`src/rtl/stereo_buf_pkg.sv`:
```
package stereo_buf_pkg;
  localparam int SAMPLE_W   = 16;
  localparam int FIFO_DEPTH = 4;
  localparam int NUM_CH     = 2;

  typedef enum logic [0:0] {CH_LEFT = 1'b0, CH_RIGHT = 1'b1} chan_e;
endpackage

```
`src/rtl/sbuf_fifo.sv`:
```
module sbuf_fifo #(
  parameter int W     = 16,
  parameter int DEPTH = 4
) (
  input  logic         clk,
  input  logic         rst_n,
  input  logic         push,
  input  logic [W-1:0] push_data,
  input  logic         pop,
  output logic [W-1:0] head,
  output logic         full,
  output logic         empty
);
  localparam int AW = (DEPTH > 1) ? $clog2(DEPTH) : 1;
  localparam int CW = $clog2(DEPTH + 1);

  logic [W-1:0]  mem [DEPTH];
  logic [AW-1:0] wr_ptr, rd_ptr;
  logic [CW-1:0] count;
  logic          push_ok, pop_ok;

  assign full    = (count == CW'(DEPTH));
  assign empty   = (count == '0);
  assign push_ok = push && !full;
  assign pop_ok  = pop && !empty;
  assign head    = mem[rd_ptr];

  function automatic logic [AW-1:0] nxt(input logic [AW-1:0] p);
    return (p == AW'(DEPTH - 1)) ? '0 : p + AW'(1);
  endfunction

  always_ff @(posedge clk) begin
    if (push_ok) mem[wr_ptr] <= push_data;
  end

  always_ff @(posedge clk) begin
    if (!rst_n) begin
      wr_ptr <= '0;
      rd_ptr <= '0;
      count  <= '0;
    end else begin
      if (push_ok) wr_ptr <= nxt(wr_ptr);
      if (pop_ok)  rd_ptr <= nxt(rd_ptr);
      case ({push_ok, pop_ok})
        2'b10:   count <= count + CW'(1);
        2'b01:   count <= count - CW'(1);
        default: count <= count;
      endcase
    end
  end
endmodule

```
`src/rtl/sbuf_lane.sv`:
```
module sbuf_lane #(
  parameter int W     = 16,
  parameter int DEPTH = 4
) (
  input  logic         clk,
  input  logic         rst_n,
  input  logic         fmt_signed,
  input  logic [W-1:0] dflt_word,
  input  logic         in_valid,
  input  logic [W-1:0] in_data,
  output logic         in_ready,
  input  logic         tick,
  input  logic         ovf_clr,
  output logic [W-1:0] out_code,
  output logic         out_dflt,
  output logic         full,
  output logic         empty,
  output logic         ovf
);
  localparam logic [W-1:0] MID = {1'b1, {(W-1){1'b0}}};

  logic [W-1:0] head, pick;
  logic         drop;

  sbuf_fifo #(.W(W), .DEPTH(DEPTH)) fifo_i (
    .clk       (clk),
    .rst_n     (rst_n),
    .push      (in_valid),
    .push_data (in_data),
    .pop       (tick),
    .head      (head),
    .full      (full),
    .empty     (empty)
  );

  assign in_ready = !full;
  assign drop     = in_valid && full;
  assign pick     = empty ? dflt_word : head;

  function automatic logic [W-1:0] to_code(input logic [W-1:0] d, input logic sgn);
    return sgn ? {~d[W-1], d[W-2:0]} : d;
  endfunction

  always_ff @(posedge clk) begin
    if (!rst_n) begin
      ovf      <= 1'b0;
      out_code <= MID;
      out_dflt <= 1'b0;
    end else begin
      if (drop)         ovf <= 1'b1;
      else if (ovf_clr) ovf <= 1'b0;
      if (tick) begin
        out_code <= to_code(pick, fmt_signed);
        out_dflt <= empty;
      end
    end
  end
endmodule

```
`src/rtl/stereo_sample_buffer.sv`:
```
module stereo_sample_buffer
  import stereo_buf_pkg::*;
#(
  parameter int W     = SAMPLE_W,
  parameter int DEPTH = FIFO_DEPTH
) (
  input  logic         clk,
  input  logic         rst_n,
  input  logic         fmt_signed,
  input  logic         dflt_we,
  input  logic [W-1:0] dflt_wdata,
  input  logic         l_in_valid,
  input  logic [W-1:0] l_in_data,
  output logic         l_in_ready,
  input  logic         r_in_valid,
  input  logic [W-1:0] r_in_data,
  output logic         r_in_ready,
  input  logic         sample_tick,
  input  logic [1:0]   ovf_clr,
  output logic [W-1:0] l_out_code,
  output logic [W-1:0] r_out_code,
  output logic         out_valid,
  output logic [1:0]   out_dflt,
  output logic [1:0]   fifo_full,
  output logic [1:0]   fifo_empty,
  output logic [1:0]   ovf_sticky
);
  localparam logic [W-1:0] MID = {1'b1, {(W-1){1'b0}}};

  logic [W-1:0] dflt_q;
  logic         vld   [NUM_CH];
  logic [W-1:0] data  [NUM_CH];
  logic         rdy   [NUM_CH];
  logic [W-1:0] code  [NUM_CH];

  assign vld[CH_LEFT]   = l_in_valid;
  assign vld[CH_RIGHT]  = r_in_valid;
  assign data[CH_LEFT]  = l_in_data;
  assign data[CH_RIGHT] = r_in_data;
  assign l_in_ready     = rdy[CH_LEFT];
  assign r_in_ready     = rdy[CH_RIGHT];
  assign l_out_code     = code[CH_LEFT];
  assign r_out_code     = code[CH_RIGHT];

  always_ff @(posedge clk) begin
    if (!rst_n) begin
      dflt_q    <= MID;
      out_valid <= 1'b0;
    end else begin
      if (dflt_we) dflt_q <= dflt_wdata;
      out_valid <= sample_tick;
    end
  end

  for (genvar c = 0; c < NUM_CH; c++) begin : g_lane
    sbuf_lane #(.W(W), .DEPTH(DEPTH)) lane_i (
      .clk        (clk),
      .rst_n      (rst_n),
      .fmt_signed (fmt_signed),
      .dflt_word  (dflt_q),
      .in_valid   (vld[c]),
      .in_data    (data[c]),
      .in_ready   (rdy[c]),
      .tick       (sample_tick),
      .ovf_clr    (ovf_clr[c]),
      .out_code   (code[c]),
      .out_dflt   (out_dflt[c]),
      .full       (fifo_full[c]),
      .empty      (fifo_empty[c]),
      .ovf        (ovf_sticky[c])
    );
  end
endmodule

```
`config.mk`:
```
export PLATFORM = sky130hd
export DESIGN_NAME = stereo_sample_buffer
export DESIGN_NICKNAME = d
export VERILOG_FILES = /design/src/rtl/stereo_buf_pkg.sv /design/src/rtl/sbuf_fifo.sv /design/src/rtl/sbuf_lane.sv /design/src/rtl/stereo_sample_buffer.sv
export SDC_FILE = /design/constraint.sdc
export NUM_CORES = 1
export LEC_CHECK = 0
export ABC_AREA = 0
export CAP_MARGIN = 25
export CORE_ASPECT_RATIO = 0.6
export CORE_MARGIN = 5
export CORE_UTILIZATION = 37
export CTS_CLUSTER_DIAMETER = 30
export CTS_CLUSTER_SIZE = 14
export DETAILED_ROUTE_END_ITERATION = 8
export DONT_BUFFER_PORTS = 1
export SYNTH_ARGS = -nofsm -noshare
export SYNTH_HDL_FRONTEND = slang
export SYNTH_HIERARCHICAL = 1
export SYNTH_SLANG_ARGS = --single-unit
export TNS_END_PERCENT = 1
```
`constraint.sdc`:
```
create_clock -name clk -period 2.61 [get_ports clk]
set_clock_uncertainty 0.05 [all_clocks]
set_input_delay 0.522 -clock clk [delete_from_list [all_inputs] [get_ports clk]]
set_output_delay 0.522 -clock clk [all_outputs]
set_load 0.01 [all_outputs]
```
Word level (Yosys, flattened, before mapping)
Memories as Yosys holds them, arrays and structs flattened. A register that Yosys moved wholly into a read port is not among the register bits.
Index checks and enable logic that the tools add are counted.

storage, ports and cells
  memories = 2
  register bits after elaboration = 67
  bits in writable memories = 128
  input port bits = 57
  output and inout bits = 43
  memory bits (read-only) = 0
  latch bits = 0

memories
  name                         words  width  read ports  clocked after Yosys merged registers in  wr ports  line             RTL
  g_lane[0].lane_i.fifo_i.mem  4      16     1           1                                        1         sbuf_fifo.sv:17  logic [W-1:0] mem [DEPTH];
  g_lane[1].lane_i.fifo_i.mem  4      16     1           1                                        1         sbuf_fifo.sv:17

cells by class
  bitwise gates (word level) = 2
  add/sub/neg operators = 8
  equal/unequal tests = 10
  shift-type cells = 0
  magnitude comparators = 0
  reductions and logical operators = 16
  div/mod/pow operators = 0
  $mul = 0
  mux-type cells = 22

operator list
  operator                                           count
  2-to-1 mux 16 bit                                  4
  2-to-1 mux 2 bit                                   8
  == test 2 bit (second input constant)              6
  case mux 3 bit (2 select lines)                    2
  adder 2 x 1 -> 2 bit (second input constant)       4
  2-to-1 mux 1 bit                                   8
  nonzero test 2 bit                                 4
  adder 3 x 1 -> 3 bit (second input constant)       2
  == test 3 bit (second input constant)              2
  logical AND 1 bit                                  6
  logical NOT 3 bit                                  2
  subtractor 3 x 1 -> 3 bit (second input constant)  2
  == test 2 x 1 -> 1 bit (second input constant)     2
  logical NOT 1 bit                                  4
  inverter 1 bit                                     2

Longest topological paths before layout
Gate-level depths: netlist of the first run.

  depth after elaboration = 5
  gate-level depth with buffers = 10
  mapped depth without buffers = 9

Cells and area by module
Netlist of the first run, hierarchy kept.

modules (own cells, without submodules)
  module                area each (um^2)  instances  cells each
  sbuf_fifo             2840.2            2          140
  sbuf_lane             839.6             2          82
  stereo_sample_buffer  639.4             1          53

Worst setup path after synthesis of the first run
No wires, ideal clock.

  kind = reg-to-reg
  from = reg g_lane[0].lane_i.fifo_i.count[2]
  to = reg g_lane[0].lane_i.fifo_i.count[2]
  setup time = 76 ps
  slack = 386 ps
  path buffers = 1
  data arrival time = 2099 ps
  cell stages (with the launch flop) = 11
  clock period less this slack = 2224 ps
  cells stage by stage = dfxtp_1 nor3b_2 nor2b_1 buf_2 inv_1 ha_1 inv_1 fa_1 xor2_1 or3_1 a21boi_0

between the ends
  word-level cells in the longest chain between the ends = 5

RTL lines
  element                                                                line                        RTL
  start, declared                                                        sbuf_fifo.sv:19             logic [CW-1:0] count;
  start signal, assigned                                                 sbuf_fifo.sv:45             2'b10: count <= count + CW'(1);
  start signal, assigned                                                 sbuf_fifo.sv:46             2'b01: count <= count - CW'(1);
  start signal, assigned                                                 sbuf_fifo.sv:47             default: count <= count;
  == test 3 bit *                                                        sbuf_fifo.sv:22             assign full = (count == CW'(DEPTH));
  net fifo_full[0]                                                       stereo_sample_buffer.sv:24  output logic [1:0] fifo_full,
  logical NOT 1 bit *                                                    sbuf_fifo.sv:24             assign push_ok = push && !full;
  logical AND 1 bit *                                                    sbuf_fifo.sv:24
  == test 2 x 1 -> 1 bit or == test 2 bit (tied branches)                sbuf_fifo.sv:44             case ({push_ok, pop_ok})
  case mux 3 bit (2 select lines) or nonzero test 2 bit (tied branches)  n/a

The timed path passes the listed nets; every way through them passes the cells marked *.
A chain may end at the register's enable or synchronous reset.

Worst setup path in the final report of the first run
  from = reg g_lane[1].lane_i.fifo_i.count[2]
  to = reg g_lane[1].lane_i.fifo_i.count[2]

between the ends
  word-level cells in the longest chain between the ends = 5

RTL lines
  element                                                                line
  start, declared                                                        sbuf_fifo.sv:19
  start signal, assigned                                                 sbuf_fifo.sv:45
  start signal, assigned                                                 sbuf_fifo.sv:46
  start signal, assigned                                                 sbuf_fifo.sv:47
  == test 3 bit or logical NOT 3 bit (tied branches)                     sbuf_fifo.sv:22, sbuf_fifo.sv:23
  logical NOT 1 bit, on equally long branches                            sbuf_fifo.sv:24, sbuf_fifo.sv:25
  logical AND 1 bit, on equally long branches                            sbuf_fifo.sv:24, sbuf_fifo.sv:25
  == test 2 x 1 -> 1 bit or == test 2 bit (tied branches)                sbuf_fifo.sv:44
  case mux 3 bit (2 select lines) or nonzero test 2 bit (tied branches)  n/a

Several ways; a longest one is shown, not always the timed one.

==> impl_results.md, run 1 <==
* CTS tree: yes
* Synth cell types at 28
* M1 WL at 6900 µm
* Maximum VDD drop at 0.000632 V
* Setup CP Type: reg2reg
* Syn Area/Cell at 16.1 µm²
* Reg-to-Reg End: g_lane[1].lane_i/fifo_i/count[2]$_SDFFE_PN0P_
* Dpl hpwl at 11000 µm
* Slew @ Worst Pin at ~0.55 ns
* Initial antenna violation count at 0
* Status: finished clean
* Drt via density at 5.01
* Vias in the first global route at roughly 4200
* #FFs+latches synth at 199
* Hold Startpoint: l_in_data[2]
* RSZ-0062 raised after global routing: no
* Filler cells at 1913
* Sink Count at 199
* DR pass1 iterations at 4
* Most frequent cells in the layout: edfxtp_1, dfxtp_1, mux2i_1
* Core area at 21100 µm²
* Wire per inst at between 20 and 25 µm
* DRT Wirelength at 16000 µm
* Final Critical Period at 2.28 ns
* Pwr dens at 968 nW/µm²
* WP data required at 2.90 ns
* Clock tree buffer depth at 2
* IO Pins at 100
* Detail Route met3 WL at 1390 µm
* Highest clock rate at 439 MHz
* Nets@finish at ~570
* Synthesized Nets at 568
* Crit Reg-Reg Startpoint: g_lane[1].lane_i/fifo_i/count[2]$_SDFFE_PN0P_
* Postcts setup bufs at 0
* Antenna Cells at 0
* Num CTS Buffers at 17
* Top Family by Delay on Critical Path: simple AND/OR/NAND/NOR gates
* Max Used Layer: met4
* Most common cell after layout, fill and taps aside: edfxtp_1
* Max Cap Viol at 0
* DR iter-0 viols at 202
* Period utilisation layout at 0.873
* Critical path peak fanout at 5
* Worst relative slew slack at 0.630
* Syn Inst Count at 497
* R2R Setup Slk at 0.33 ns
* Post-route DRC at 0
* Worst-Skew Late Latency at 0.43 ns
* Post-CTS Hold Buffers at 0
* Reg clk slew, reported paths at roughly 0.080 ns
* Final setup fails at 0
* Pin count of the biggest net entering global routing at 76
* Critical-path top delay cell: dfxtp_1
* R2R depth at 9
* GRT Total Usage at 0.134
* Global-route wire length before repair at 24300 µm
* H-tree depth at 4
* Crit path cell chain: nor3b_2 > nor2b_1 > inv_1 > ha_1 > inv_1 > fa_1 > xor2_1 > or3_1 > a21boi_0
* Area grow syn2layout at 11.0%
* Placed cells at approximately 760
* Via count at 3986
* Most used flip-flop cell after synthesis: edfxtp_1
* Final Non-Filler Cells at 795
* IO Port Bufs at 0
* Hold Crit Class: in2reg
* Gp weighted congestion at around 0.72
* Final TNS setup at 0 ns
* Final hold vios at 0
* Clock root buffer: clkbuf_16
* Tot Pwr at 0.00860 W
* Register area share after synthesis at 0.658
* Hold Path End: g_lane[0].lane_i/fifo_i/mem[0][2]$_DFFE_PP_
* Std-Cell Rows at 41
* Die Area at 24800 µm²
* Chip Height at 124 µm
* Share of async-settable or async-resettable flops after synthesis at 0
* Die W at 200 µm
* EDFF count, synth at 128
* Most used cell, CP: inv_1
* Hold path depth at 0
* Total congestion overflow at 0
* Buffer and inverter count on the worst path at 2
* CP Launch Type: register
* Final Hold Slack at ~0.13 ns
* Initial Util at 0.378
* Yosys warns at 6
* Lkg Pwr at 3.47 nW
* Mapped Area at 8000 µm²
* Met2 WL at 7610 µm
* Worst setup EP type: register
* Max Slew Vio Count at 0
* Critical path data arrival time at between 2 and 3 ns
* Share of cells above drive strength 1 at 0.143
* DRT antenna net count at 0
* Post_cts resized at 0
* Max stage delay on crit path at 0.39 ns
-- per-stage QoR --
step	util	cell area, µm²	worst slack [ns]
after global routing	0.420	8880	0.157
after global placement	0.391	8260	0.587
after detailed placement	0.391	8260	0.356
after floorplan	-	8000	0.386
final	0.420	8880	0.330
after CTS	0.420	8880	0.326
-- logic make-up (layout without fill, tap and decap cells) --
kind of cell	after synthesis	in the layout	share of synthesized area
mux	86	86	0.163
xor+xnor	6	6	0.00657
fa+ha+maj	14	14	0.0238
simple gates	95	95	0.0590
compound gates	48	48	0.0513
flops	199	199	0.658
buf+inv	49	68	0.0379
-- worst max-delay path by stage --
stage | from | endpoint | slack [ns] | depth (start not counted)
after floorplan | g_lane[0].lane_i/fifo_i/count[2]$_SDFFE_PN0P_ | g_lane[0].lane_i/fifo_i/count[2]$_SDFFE_PN0P_ | 0.39 | 10
after global placement | g_lane[1].lane_i/fifo_i/count[2]$_SDFFE_PN0P_ | g_lane[1].lane_i/fifo_i/count[2]$_SDFFE_PN0P_ | 0.59 | 9
after detailed placement | g_lane[1].lane_i/fifo_i/count[2]$_SDFFE_PN0P_ | g_lane[1].lane_i/fifo_i/count[2]$_SDFFE_PN0P_ | 0.36 | 9
after CTS | g_lane[1].lane_i/fifo_i/count[2]$_SDFFE_PN0P_ | g_lane[1].lane_i/fifo_i/count[2]$_SDFFE_PN0P_ | 0.33 | 9
after global routing | g_lane[1].lane_i/fifo_i/count[2]$_SDFFE_PN0P_ | g_lane[1].lane_i/fifo_i/count[2]$_SDFFE_PN0P_ | 0.16 | 9
final | g_lane[1].lane_i/fifo_i/count[2]$_SDFFE_PN0P_ | g_lane[1].lane_i/fifo_i/count[2]$_SDFFE_PN0P_ | 0.33 | 9
-- area by class of cell --
type                            count  area (µm²)  share of cell area
Multi-Input combinational cell    249        2440               0.275
Inverter                           18        67.6             0.00761
Clock buffer                       18         439              0.0495
Clock inverter                     14         181              0.0204
Tap cell                          279         349              0.0393
Sequential cell                   199        5270               0.593
Timing Repair Buffer               18         135              0.0152
-- layer usage --
layer,vias to the layer above,global-route usage
li1,1875,-
met1,2008,0.166
met2,95,0.215
met3,8,0.0635
met4,0,0.0344
met5,-,0
-- where the power goes --
part           switching (W)  internal, W
Sequential          0.000285      0.00376
Combinational       0.000919     0.000909
Clock                0.00124      0.00149
Total                0.00244      0.00616
-- registers in the layout, indices dropped and copies added (netlist names), named ones only --
name	count
g_lane.lane_i/fifo_i/rd_ptr	4
g_lane.lane_i/out_dflt	2
g_lane.lane_i/fifo_i/count	6
g_lane.lane_i/out_code	32
g_lane.lane_i/ovf	2
g_lane.lane_i/fifo_i/wr_ptr	4
dflt_q	16
out_valid	1
g_lane.lane_i/fifo_i/mem	128
-- Yosys cell counts, types with 7 or more instances --
cell	count	area share
edfxtp_1	128	0.48
dfxtp_1	71	0.18
mux2i_1	54	0.068
nand2_1	47	0.022
o211a_1	30	0.038
mux4_2	20	0.056
nor2b_1	19	0.015
inv_1	18	0.0084
buf_2	14	0.0088
and2_1	13	0.010
ha_1	12	0.019
mux4_1	12	0.039
o21ai_0	10	0.0063
buf_6	7	0.0099
clkbuf_1	7	0.0033
Power figures use the tool's default switching activity.
==> run 2: changes to the inputs <==
--- a/config.mk
+++ b/config.mk
@@ -14,6 +14,7 @@
 export CTS_CLUSTER_SIZE = 14
 export DETAILED_ROUTE_END_ITERATION = 8
 export DONT_BUFFER_PORTS = 1
+export PLACE_DENSITY = 0.54
 export SYNTH_ARGS = -nofsm -noshare
 export SYNTH_HDL_FRONTEND = slang
 export SYNTH_HIERARCHICAL = 1
==> impl_results.md, run 2 (same netlist as run 1, synthesis figures left out) <==
* Crit path cell chain: o31ai_1 > inv_1 > ha_1 > inv_1 > fa_1 > xor2_1 > or3_1 > a21boi_0
* Via count at 3961
* Initial antenna violation count at 0
* Crit path from: g_lane[0].lane_i/fifo_i/count[0]$_SDFFE_PN0P_
* Final TNS setup at 0 ns
* Setup CP Type: reg2reg
* Critical path data arrival time at 2.49 ns
* Max stage delay on crit path at 0.51 ns
* Clock power frac at 0.312
* Core area at 21100 µm²
* Pint at 0.00626 W
* Reg clk slew, reported paths at around 0.070 ns
* Pwr dens at between 900 and 1000 nW/µm²
* DRT antenna net count at 0
* Buffer and inverter count on the worst path at 2
* Lkg Pwr at 3.48 nW
* Status: finished clean
* Vias in the first global route at approximately 4200
* Critical path peak fanout at 5
* Final Critical Period at approximately 2.2 ns
* CTS tree: yes
* Num CTS Buffers at 17
* Tot Pwr at 0.00867 W
* Share of cells above drive strength 1 at 0.143
* Sink Count at a little under 200
* Std-Cell Rows at 41
* Top Registers: g_lane.lane_i/fifo_i/mem: 128 flops, g_lane.lane_i/out_code: 32 flops, dflt_q: 16 flops
* Dpl hpwl at 11200 µm
* Total congestion overflow at 0
* Worst relative slew slack at 0.633
* Area grow syn2layout at 11.5%
* Sequential share of power at 0.470
* Most frequent cells in the layout: edfxtp_1, dfxtp_1, mux2i_1
* WP data required at 2.91 ns
* Pin count of the biggest net entering global routing at 76
* Max Cap Viol at 0
* Slew @ Worst Pin at 0.549 ns
* Period utilisation layout at 0.837
* Die W at about 200 µm
* Final hold vios at 0
* Hold Crit Class: in2reg
* Drt via density at 4.98
* Post_cts resized at 0
* DR iter-0 viols at 117
* H-tree depth at 4
* DR pass1 iterations at 4
* Finished Core Util at 0.422
* Most flops, register: g_lane.lane_i/fifo_i/mem
* IO Pins at 100
* Wire per inst at ~21 µm
* Gp weighted congestion at roughly 0.67
* Switching Fraction at 0.278
* Post-route DRC at 0
* Critical-path top delay cell: o31ai_1
* Final setup fails at 0
* Max Slew Vio Count at 0
* Worst setup EP type: register
* Post-CTS Hold Buffers at 0
* GRT Total Usage at 0.137
* Antenna Cells at 0
* Clock root buffer: clkbuf_16
* Maximum VDD drop at 0.000497 V
* Part of the power in combinational logic at 0.218
* Postcts setup bufs at 0
* RSZ-0062 raised after global routing: no
* Number of flip-flops in the largest register at approximately 130
* DRT Wirelength at 16500 µm
* Filler cells at 1936
* NetSw at 0.00241 W
* IO Port Bufs at 0
* CP Launch Type: register
* Chip Height at 124 µm
* Crit Reg-Reg Startpoint: g_lane[0].lane_i/fifo_i/count[0]$_SDFFE_PN0P_
* Top Family by Delay on Critical Path: compound AO/OA/AOI/OAI gates
* Die Area at 24800 µm²
* Most used cell, CP: inv_1
* Most common cell after layout, fill and taps aside: edfxtp_1
* Highest clock rate at roughly 460 MHz
* Worst-Skew Late Latency at approximately 0.43 ns
* Initial Util at 0.378
* Clock tree buffer depth at 2
* Hold Startpoint: r_in_data[6]
* Global-route wire length before repair at 24700 µm
* Nets@finish at 575
run 2: changes by cell type in the layout (fill, tap and decap cells not counted), sizes merged:
cell / change
inv: -4
clkbuf: +3
buf: +1
clkinvlp: +1
run 2: layer usage:
layer,up-vias,track usage,routed length (µm)
met4,0,0.0369,152
met5,-,0,0
met2,78,0.214,7640
li1,1873,-,-
met3,10,0.0633,1260
met1,2000,0.175,7460
run 2: area by class of cell:
class | instances | area (µm²) | area share
sequential | 199 | 5270 | 0.590
inverter | 18 | 67.6 | 0.00757
tap | 279 | 349 | 0.0391
clock buffer | 21 | 482 | 0.0540
timing repair buffer | 19 | 180 | 0.0202
multi-input combinational | 249 | 2440 | 0.274
clock inverter | 11 | 135 | 0.0151
run 2: power by group through the flow:
stage               Clock [W]  Sequential, W  Combinational [W]
global route          0.00291        0.00412            0.00209
global placement            0        0.00413            0.00186
detailed placement          0        0.00415            0.00193
floorplan                   0        0.00401            0.00163
CTS                   0.00279        0.00409            0.00194
finish                0.00270        0.00407            0.00189
run 2: through the flow:
stage,std cells,cell area [µm²],setup slack (ns),hold WS [ns]
after detailed placement,764,8300,0.474,0.443
after global routing,796,8920,0.245,0.0961
after global placement,764,8300,0.586,0.431
after floorplan,497,8000,0.386,0.414
final,796,8920,0.425,0.133
after CTS,796,8920,0.449,0.0919
run 2: final timing paths:
| check | to | slack, ns | depth (start not counted) |
|---|---|---|---|
| min reg2reg | g_lane[1].lane_i/fifo_i/wr_ptr[1]$_SDFFE_PN0P_ | 0.45 | 2 |
| min | g_lane[1].lane_i/fifo_i/mem[1][6]$_DFFE_PP_ | 0.13 | 0 |
| max | g_lane[0].lane_i/fifo_i/count[2]$_SDFFE_PN0P_ | 0.43 | 8 |
| max reg2reg | g_lane[0].lane_i/fifo_i/count[2]$_SDFFE_PN0P_ | 0.43 | 8 |
run 2: worst register-to-register path, delay by kind of cell, from the launching register on:
family | cells | cell delay, ns
fa+ha+maj | 2 | 0.42
buf+inv | 2 | 0.21
flops | 1 | 0.37
xor+xnor | 1 | 0.08
compound gates | 2 | 0.68
simple gates | 1 | 0.31
